--- src/rtl/jd_pkg.sv ---
package jd_pkg;
  // Detect source encoding on src_sel
  typedef enum logic {
    SRC_PIN_A = 1'b0,
    SRC_PIN_B = 1'b1
  } jd_src_e;

  // Pin A function-select code that makes it a plain input
  localparam logic [2:0] FN_PLAIN_INPUT = 3'b000;

  localparam int NUM_SRC = 2;
endpackage

--- src/rtl/jd_slow_tick.sv ---
module jd_slow_tick #(
  parameter int DIV_LOG2 = 21
) (
  input  logic clk,
  input  logic rst_n,
  input  logic run,
  output logic tick
);
  localparam logic [DIV_LOG2-1:0] CNT_LAST = '1;

  logic [DIV_LOG2-1:0] cnt_q;

  always_ff @(posedge clk or negedge rst_n) begin
    if (!rst_n)   cnt_q <= '0;
    else if (run) cnt_q <= cnt_q + 1'b1;
  end

  assign tick = run && (cnt_q == CNT_LAST);


  tick_spacing_chk: assert property (@(posedge clk) disable iff (!rst_n)
    tick |=> !tick);

  tick_hold_chk: assert property (@(posedge clk) disable iff (!rst_n)
    !run |=> (cnt_q == $past(cnt_q)));
endmodule

--- src/rtl/jd_source_sel.sv ---
module jd_source_sel #(
  parameter int SYNC_STAGES = 2
) (
  input  logic       clk,
  input  logic       rst_n,
  input  logic       pin_a,
  input  logic       pin_b,
  input  logic       src_sel,
  input  logic       three_wire,
  input  logic [2:0] gpio_a_fn,
  output logic       src_level,
  output logic       src_valid
);
  import jd_pkg::*;

  logic [NUM_SRC-1:0] raw_pins;
  logic [NUM_SRC-1:0] synced;

  assign raw_pins = {pin_b, pin_a};

  for (genvar p = 0; p < NUM_SRC; p++) begin : g_sync
    logic [SYNC_STAGES-1:0] stage_q;
    always_ff @(posedge clk or negedge rst_n) begin
      if (!rst_n) stage_q <= '0;
      else        stage_q <= {stage_q[SYNC_STAGES-2:0], raw_pins[p]};
    end
    assign synced[p] = stage_q[SYNC_STAGES-1];
  end

  logic pin_a_ok;
  assign pin_a_ok = (gpio_a_fn == FN_PLAIN_INPUT) && !three_wire;

  always_comb begin
    if (jd_src_e'(src_sel) == SRC_PIN_A) begin
      src_level = synced[0];
      src_valid = pin_a_ok;
    end else begin
      src_level = synced[1];
      src_valid = 1'b1;
    end
  end


  chip_select_block_chk: assert property (@(posedge clk) disable iff (!rst_n)
    (three_wire && (src_sel == 1'b0)) |-> !src_valid);
endmodule

--- src/rtl/jd_debounce.sv ---
module jd_debounce #(
  parameter int DEPTH = 3
) (
  input  logic clk,
  input  logic rst_n,
  input  logic adv,
  input  logic sample,
  output logic level
);
  logic [DEPTH-1:0] hist_q;
  logic [DEPTH-1:0] hist_nxt;
  logic             level_q;

  assign hist_nxt = {hist_q[DEPTH-2:0], sample};

  always_ff @(posedge clk or negedge rst_n) begin
    if (!rst_n) begin
      hist_q  <= '0;
      level_q <= 1'b0;
    end else if (adv) begin
      hist_q <= hist_nxt;
      if (&hist_nxt)      level_q <= 1'b1;
      else if (~|hist_nxt) level_q <= 1'b0;
    end
  end

  assign level = level_q;


  level_frozen_chk: assert property (@(posedge clk) disable iff (!rst_n)
    !adv |=> $stable(level_q));

  no_rise_on_low_chk: assert property (@(posedge clk) disable iff (!rst_n)
    (adv && !sample && !level_q) |=> !level_q);

  no_fall_on_high_chk: assert property (@(posedge clk) disable iff (!rst_n)
    (adv && sample && level_q) |=> level_q);
endmodule

--- src/rtl/jd_mask_gate.sv ---
module jd_mask_gate #(
  parameter int NUM_OUT = 4
) (
  input  logic               clk,
  input  logic               rst_n,
  input  logic               active,
  input  logic               level,
  input  logic [NUM_OUT-1:0] mask_lo,
  input  logic [NUM_OUT-1:0] mask_hi,
  input  logic [NUM_OUT-1:0] norm_en,
  output logic [NUM_OUT-1:0] out_en
);
  for (genvar i = 0; i < NUM_OUT; i++) begin : g_out
    logic keep;
    always_comb begin
      if (!active)    keep = 1'b1;
      else if (level) keep = mask_hi[i];
      else            keep = mask_lo[i];
    end
    assign out_en[i] = norm_en[i] & keep;
  end


  only_removes_chk: assert property (@(posedge clk) disable iff (!rst_n)
    (out_en & ~norm_en) == '0);

  bypass_chk: assert property (@(posedge clk) disable iff (!rst_n)
    !active |-> (out_en == norm_en));
endmodule

--- src/rtl/jack_output_switch.sv ---
module jack_output_switch #(
  parameter int TICK_LOG2   = 21,
  parameter int NUM_OUT     = 4,
  parameter int SYNC_STAGES = 2,
  parameter int AGREE_TICKS = 3
) (
  input  logic               clk,
  input  logic               rst_n,
  input  logic               jd_pin_a,
  input  logic               jd_pin_b,
  input  logic               src_sel,
  input  logic               jd_en,
  input  logic               slow_en,
  input  logic               three_wire,
  input  logic [2:0]         gpio_a_fn,
  input  logic               pol_inv,
  input  logic [NUM_OUT-1:0] mask_lo,
  input  logic [NUM_OUT-1:0] mask_hi,
  input  logic [NUM_OUT-1:0] norm_en,
  output logic [NUM_OUT-1:0] out_en,
  output logic               jd_level
);
  logic tick;
  logic src_level;
  logic src_valid;
  logic active;
  logic adv;

  jd_slow_tick #(.DIV_LOG2(TICK_LOG2)) u_tick (
    .clk  (clk),
    .rst_n(rst_n),
    .run  (slow_en),
    .tick (tick)
  );

  jd_source_sel #(.SYNC_STAGES(SYNC_STAGES)) u_src (
    .clk       (clk),
    .rst_n     (rst_n),
    .pin_a     (jd_pin_a),
    .pin_b     (jd_pin_b),
    .src_sel   (src_sel),
    .three_wire(three_wire),
    .gpio_a_fn (gpio_a_fn),
    .src_level (src_level),
    .src_valid (src_valid)
  );

  assign active = jd_en && src_valid;
  assign adv    = tick && active;

  jd_debounce #(.DEPTH(AGREE_TICKS)) u_deb (
    .clk   (clk),
    .rst_n (rst_n),
    .adv   (adv),
    .sample(src_level),
    .level (jd_level)
  );

  jd_mask_gate #(.NUM_OUT(NUM_OUT)) u_gate (
    .clk    (clk),
    .rst_n  (rst_n),
    .active (active),
    .level  (jd_level),
    .mask_lo(mask_lo),
    .mask_hi(mask_hi),
    .norm_en(norm_en),
    .out_en (out_en)
  );


  pol_ignored_chk: assert property (@(posedge clk) disable iff (!rst_n)
    (!$stable(pol_inv) && !$past(adv)) |-> $stable(jd_level));

  disabled_hold_chk: assert property (@(posedge clk) disable iff (!rst_n)
    !jd_en |=> $stable(jd_level));
endmodule

--- config.mk ---
export PLATFORM = sky130hd
export DESIGN_NAME = jack_output_switch
export DESIGN_NICKNAME = d
export VERILOG_FILES = /design/src/rtl/jd_pkg.sv /design/src/rtl/jd_slow_tick.sv /design/src/rtl/jd_source_sel.sv /design/src/rtl/jd_debounce.sv /design/src/rtl/jd_mask_gate.sv /design/src/rtl/jack_output_switch.sv
export SDC_FILE = /design/constraint.sdc
export NUM_CORES = 1
export LEC_CHECK = 0
export BUFFER_PORTS_ARGS = -buffer_cell sky130_fd_sc_hd__buf_4
export CAP_MARGIN = 20
export CORE_UTILIZATION = 52
export DETAILED_ROUTE_END_ITERATION = 8
export PLACE_DENSITY = 0.83
export SYNTH_ARGS = -nofsm -noshare
export SYNTH_HDL_FRONTEND = slang
export SYNTH_SLANG_ARGS = --single-unit
--- constraint.sdc ---
create_clock -name clk -period 2.3 [get_ports clk]
set_clock_uncertainty 0.15 [all_clocks]
set_input_delay 0.575 -clock clk [delete_from_list [all_inputs] [get_ports clk]]
set_output_delay 0.575 -clock clk [all_outputs]
set_load 0.05 [all_outputs]
==> flow_summary.rst <==
.. list-table::
   :header-rows: 1

   * - Metric
     - Value
   * - Pre-CTS setup slack
     - -179 ps
   * - Leakage Power
     - 0.764 nW
   * - Clock latency of the later-clocked register in the worst-skew pair
     - between 300 and 400 ps
   * - Worst Setup EP
     - out_en[1]
   * - Non-filler instance count after layout
     - 173
   * - Number of design rule violations left after detail routing
     - 0
   * - Initial antenna violation count
     - 0
   * - Height of the die
     - 51.9 um
   * - Crit path setup slack, layout
     - 65.1 ps
   * - Post-synthesis cell type with the largest combined area
     - sky130_fd_sc_hd__dfrtp_1
   * - Final estimated routing congestion in global placement
     - 0.718
   * - Commonest cells after routing, fill and taps aside
     - 29 x sky130_fd_sc_hd__buf_4, 27 x sky130_fd_sc_hd__dfrtp_1, 11 x sky130_fd_sc_hd__xnor2_1
   * - Total clock buffers created by CTS
     - 3
   * - Top fanout value on the critical path
     - 5
   * - Capture instance of the worst register-to-register path
     - u_deb.level
   * - PortBufs
     - 27
   * - Routed wire length per instance
     - 14.2 um
   * - Post-synthesis sequential element count
     - 28
   * - Critical Path RT
     - between 1500 and 2000 ps
   * - Maximum number of pins on one net before global-route repair
     - 29
   * - Largest cells by area after synthesis
     - sky130_fd_sc_hd__dfrtp_1 54%, sky130_fd_sc_hd__xnor2_1 7.4%, sky130_fd_sc_hd__mux2_2 7.0%
   * - Nature of the critical path startpoint
     - input port
   * - Root Driver
     - sky130_fd_sc_hd__clkbuf_4
   * - Final slew viol count
     - 0
   * - Count of synthesis-stage warnings from yosys
     - 0
   * - Max-capacitance violation count
     - 0
   * - Min-Delay Path Class
     - in -> reg
   * - Shortest clock period the worst path allows after layout
     - 2230 ps
   * - Clock H-tree levels
     - 1
   * - Worst slew margin
     - 77.3%
   * - Number of vias per cell
     - around 5.5
   * - Nets in the synthesized netlist
     - between 100 and 150
   * - Number of global-route vias before repair
     - ~910
   * - Post-Route WL
     - 2.46 mm
   * - Number of detailed-route iterations in the first pass
     - 4
   * - R2R depth
     - 5
   * - Boundary Pins
     - 29
   * - Number of diodes added for antenna fixing
     - 0
   * - Layout overhead on the synthesized area
     - 25.0%
   * - Final design area excluding fillers
     - 1620 sq um
   * - Outcome
     - complete, no violations
   * - Total track usage
     - 20.1%
   * - First-pass GRT wire length
     - 4.00 mm
   * - Unrepaired setup endpoints after global routing
     - false
   * - Cell count after placement
     - 168
   * - Clock Sinks
     - 28
   * - Routed vias
     - 957
   * - Cell count after synthesis
     - 114
   * - Post-synth design cell area
     - 1290 sq um
   * - Launch instance of the worst register-to-register path
     - u_tick.cnt_q[0]
   * - Number of inserted filler cells in the final layout
     - 170
   * - TritonCTS clock tree
     - built
   * - Data arrival time of the worst path
     - ~1500 ps
   * - Final hold violations
     - 0
   * - Fraction of post-synthesis cell area in the top cell type by area
     - about 54%
   * - Share of cells above drive strength 1
     - a little under a third
   * - Clock transition at the registers of the reported paths
     - 140 ps
   * - Total gr overflow
     - 0
   * - Tightest Pin Transition
     - 341 ps
   * - Maximum operating frequency
     - 447 MHz
   * - Post-route clock period utilization
     - 97.2%
   * - Count of endpoints failing setup in the final report
     - 0
   * - Sequential share of the synthesized area
     - 54.2%
   * - Worst setup startpoint
     - three_wire
   * - Area of placed instances
     - 1530 sq um
   * - Endpoint kind of the worst setup timing path
     - primary output
   * - Number of nets with antenna violations after detailed routing
     - 0
   * - Count of nets after finishing
     - 171
   * - Horiz. Die Dim
     - 51.9 um
   * - Crit path kind
     - in -> out
   * - Average instance area after synthesis
     - approximately 11 sq um
   * - Max Buffers Root-to-Sink
     - 2
   * - Row Count
     - 17
   * - Floorplan die area
     - ~2700 sq um
   * - Drt first-iter violations
     - 10
   * - Core ar.
     - between 2000 and 2500 sq um
   * - R2R Setup Slk
     - 230 ps
   * - HPWL reported at the end of detailed placement
     - 1.85 mm
   * - Worst-case vdd ir drop
     - 0.625 mV
   * - Most common cell after layout, fill and taps aside
     - sky130_fd_sc_hd__buf_4
   * - Library cells used by synthesis
     - 24
   * - Effective utilization at floorplan
     - 56.8%
   * - Pwr Density
     - 726 nW/um^2
cells by family (layout without fill, tap and decap cells):
family,count (synthesis),in the layout,share of synthesized area [%]
and+or+nand+nor,44,44,18.6
DFF,28,28,54.2
xor gates and xnor gates,20,20,13.5
AOI/OAI and AO/OA,8,8,4.26
muxes,8,8,6.96
buffers and inverters,5,36,1.55
adders and majority gates,1,1,0.967
how the worst min path moves through the flow:
stage,cells after the start,to,start
floorplan,0,u_deb.hist_q[0],rst_n
global placement,0,u_src.g_sync[0].stage_q[1],u_src.g_sync[0].stage_q[0]
detailed placement,0,u_src.g_sync[0].stage_q[1],u_src.g_sync[0].stage_q[0]
CTS,1,u_src.g_sync[0].stage_q[0],jd_pin_a
global route,1,u_src.g_sync[0].stage_q[0],jd_pin_a
finish,1,u_src.g_sync[0].stage_q[0],jd_pin_a
cell usage after synthesis, drive strengths merged:
cell type and number:
dfrtp 28, and3 4, nor3 3, nor4 2
or3 1, nand2 7, nor2 5, o211ai 1
and4 2, nand3 10, clkbuf 2, mux2 8
ha 1, xnor2 11, or4 2, o31ai 1
and2b 1, xor2 9, buf 1, inv 2
nand4 7, o21ai 2, o21a 4
what timing repair did:
item | in CTS | in global routing
endpoints found under the hold margin | 18 | 0
hold buffers | 1 | 0
pin swaps | 0 | 1
gates resized for setup | 4 | 1
setup buffers | 0 | 0
endpoints found under the setup margin | 4 | 4
report_power, final:
part	internal, mW	leakage [nW]	total (mW)	switching (mW)
Combinational	0.114	0.371	0.222	0.108
Clock	0.176	0.0279	0.316	0.140
Sequential	0.561	0.365	0.635	0.0744
Total	0.851	0.764	1.17	0.322
stage by stage:
stage / TNS (ps) / power, mW / utilization (%) / hold slack (ps)
floorplan: 0 / 0.775 / - / 129
global placement: -812 / 0.845 / 67.4 / 183
detailed placement: -852 / 0.866 / 67.4 / 192
CTS: 0 / 1.18 / 71.0 / 199
global route: 0 / 1.23 / 71.0 / 186
finish: 0 / 1.17 / 71.0 / 203
routing by layer:
layer,part of all wire (%),GRT usage [%]
met3,2.7,2.05
met4,0.69,6.76
met5,0,0
met2,54,35.0
met1,43,26.0
layout make-up:
cell class	count	area, sq um	area share (%)
Clock buffer	3	22.5	1.39
Clock inverter	1	30.0	1.86
Inverter	2	7.51	0.464
Multi-Input combinational cell	81	592	36.6
Sequential cell	28	702	43.4
Tap cell	28	35.0	2.17
Timing Repair Buffer	30	228	14.1
flip-flops by register name, indices dropped and copies added (netlist names):
name / cells
u_src.g_sync.stage_q: 4
u_deb.level: 1
u_tick.cnt_q: 21
u_deb.hist_q: 2
critical path: stages:
cell and delay (ps):
sky130_fd_sc_hd__buf_4 120, sky130_fd_sc_hd__nor4_4 300, sky130_fd_sc_hd__o21ai_2 120, sky130_fd_sc_hd__o21a_1 200, sky130_fd_sc_hd__buf_4 190
No activity file was read; power rests on OpenSTA's default activity.
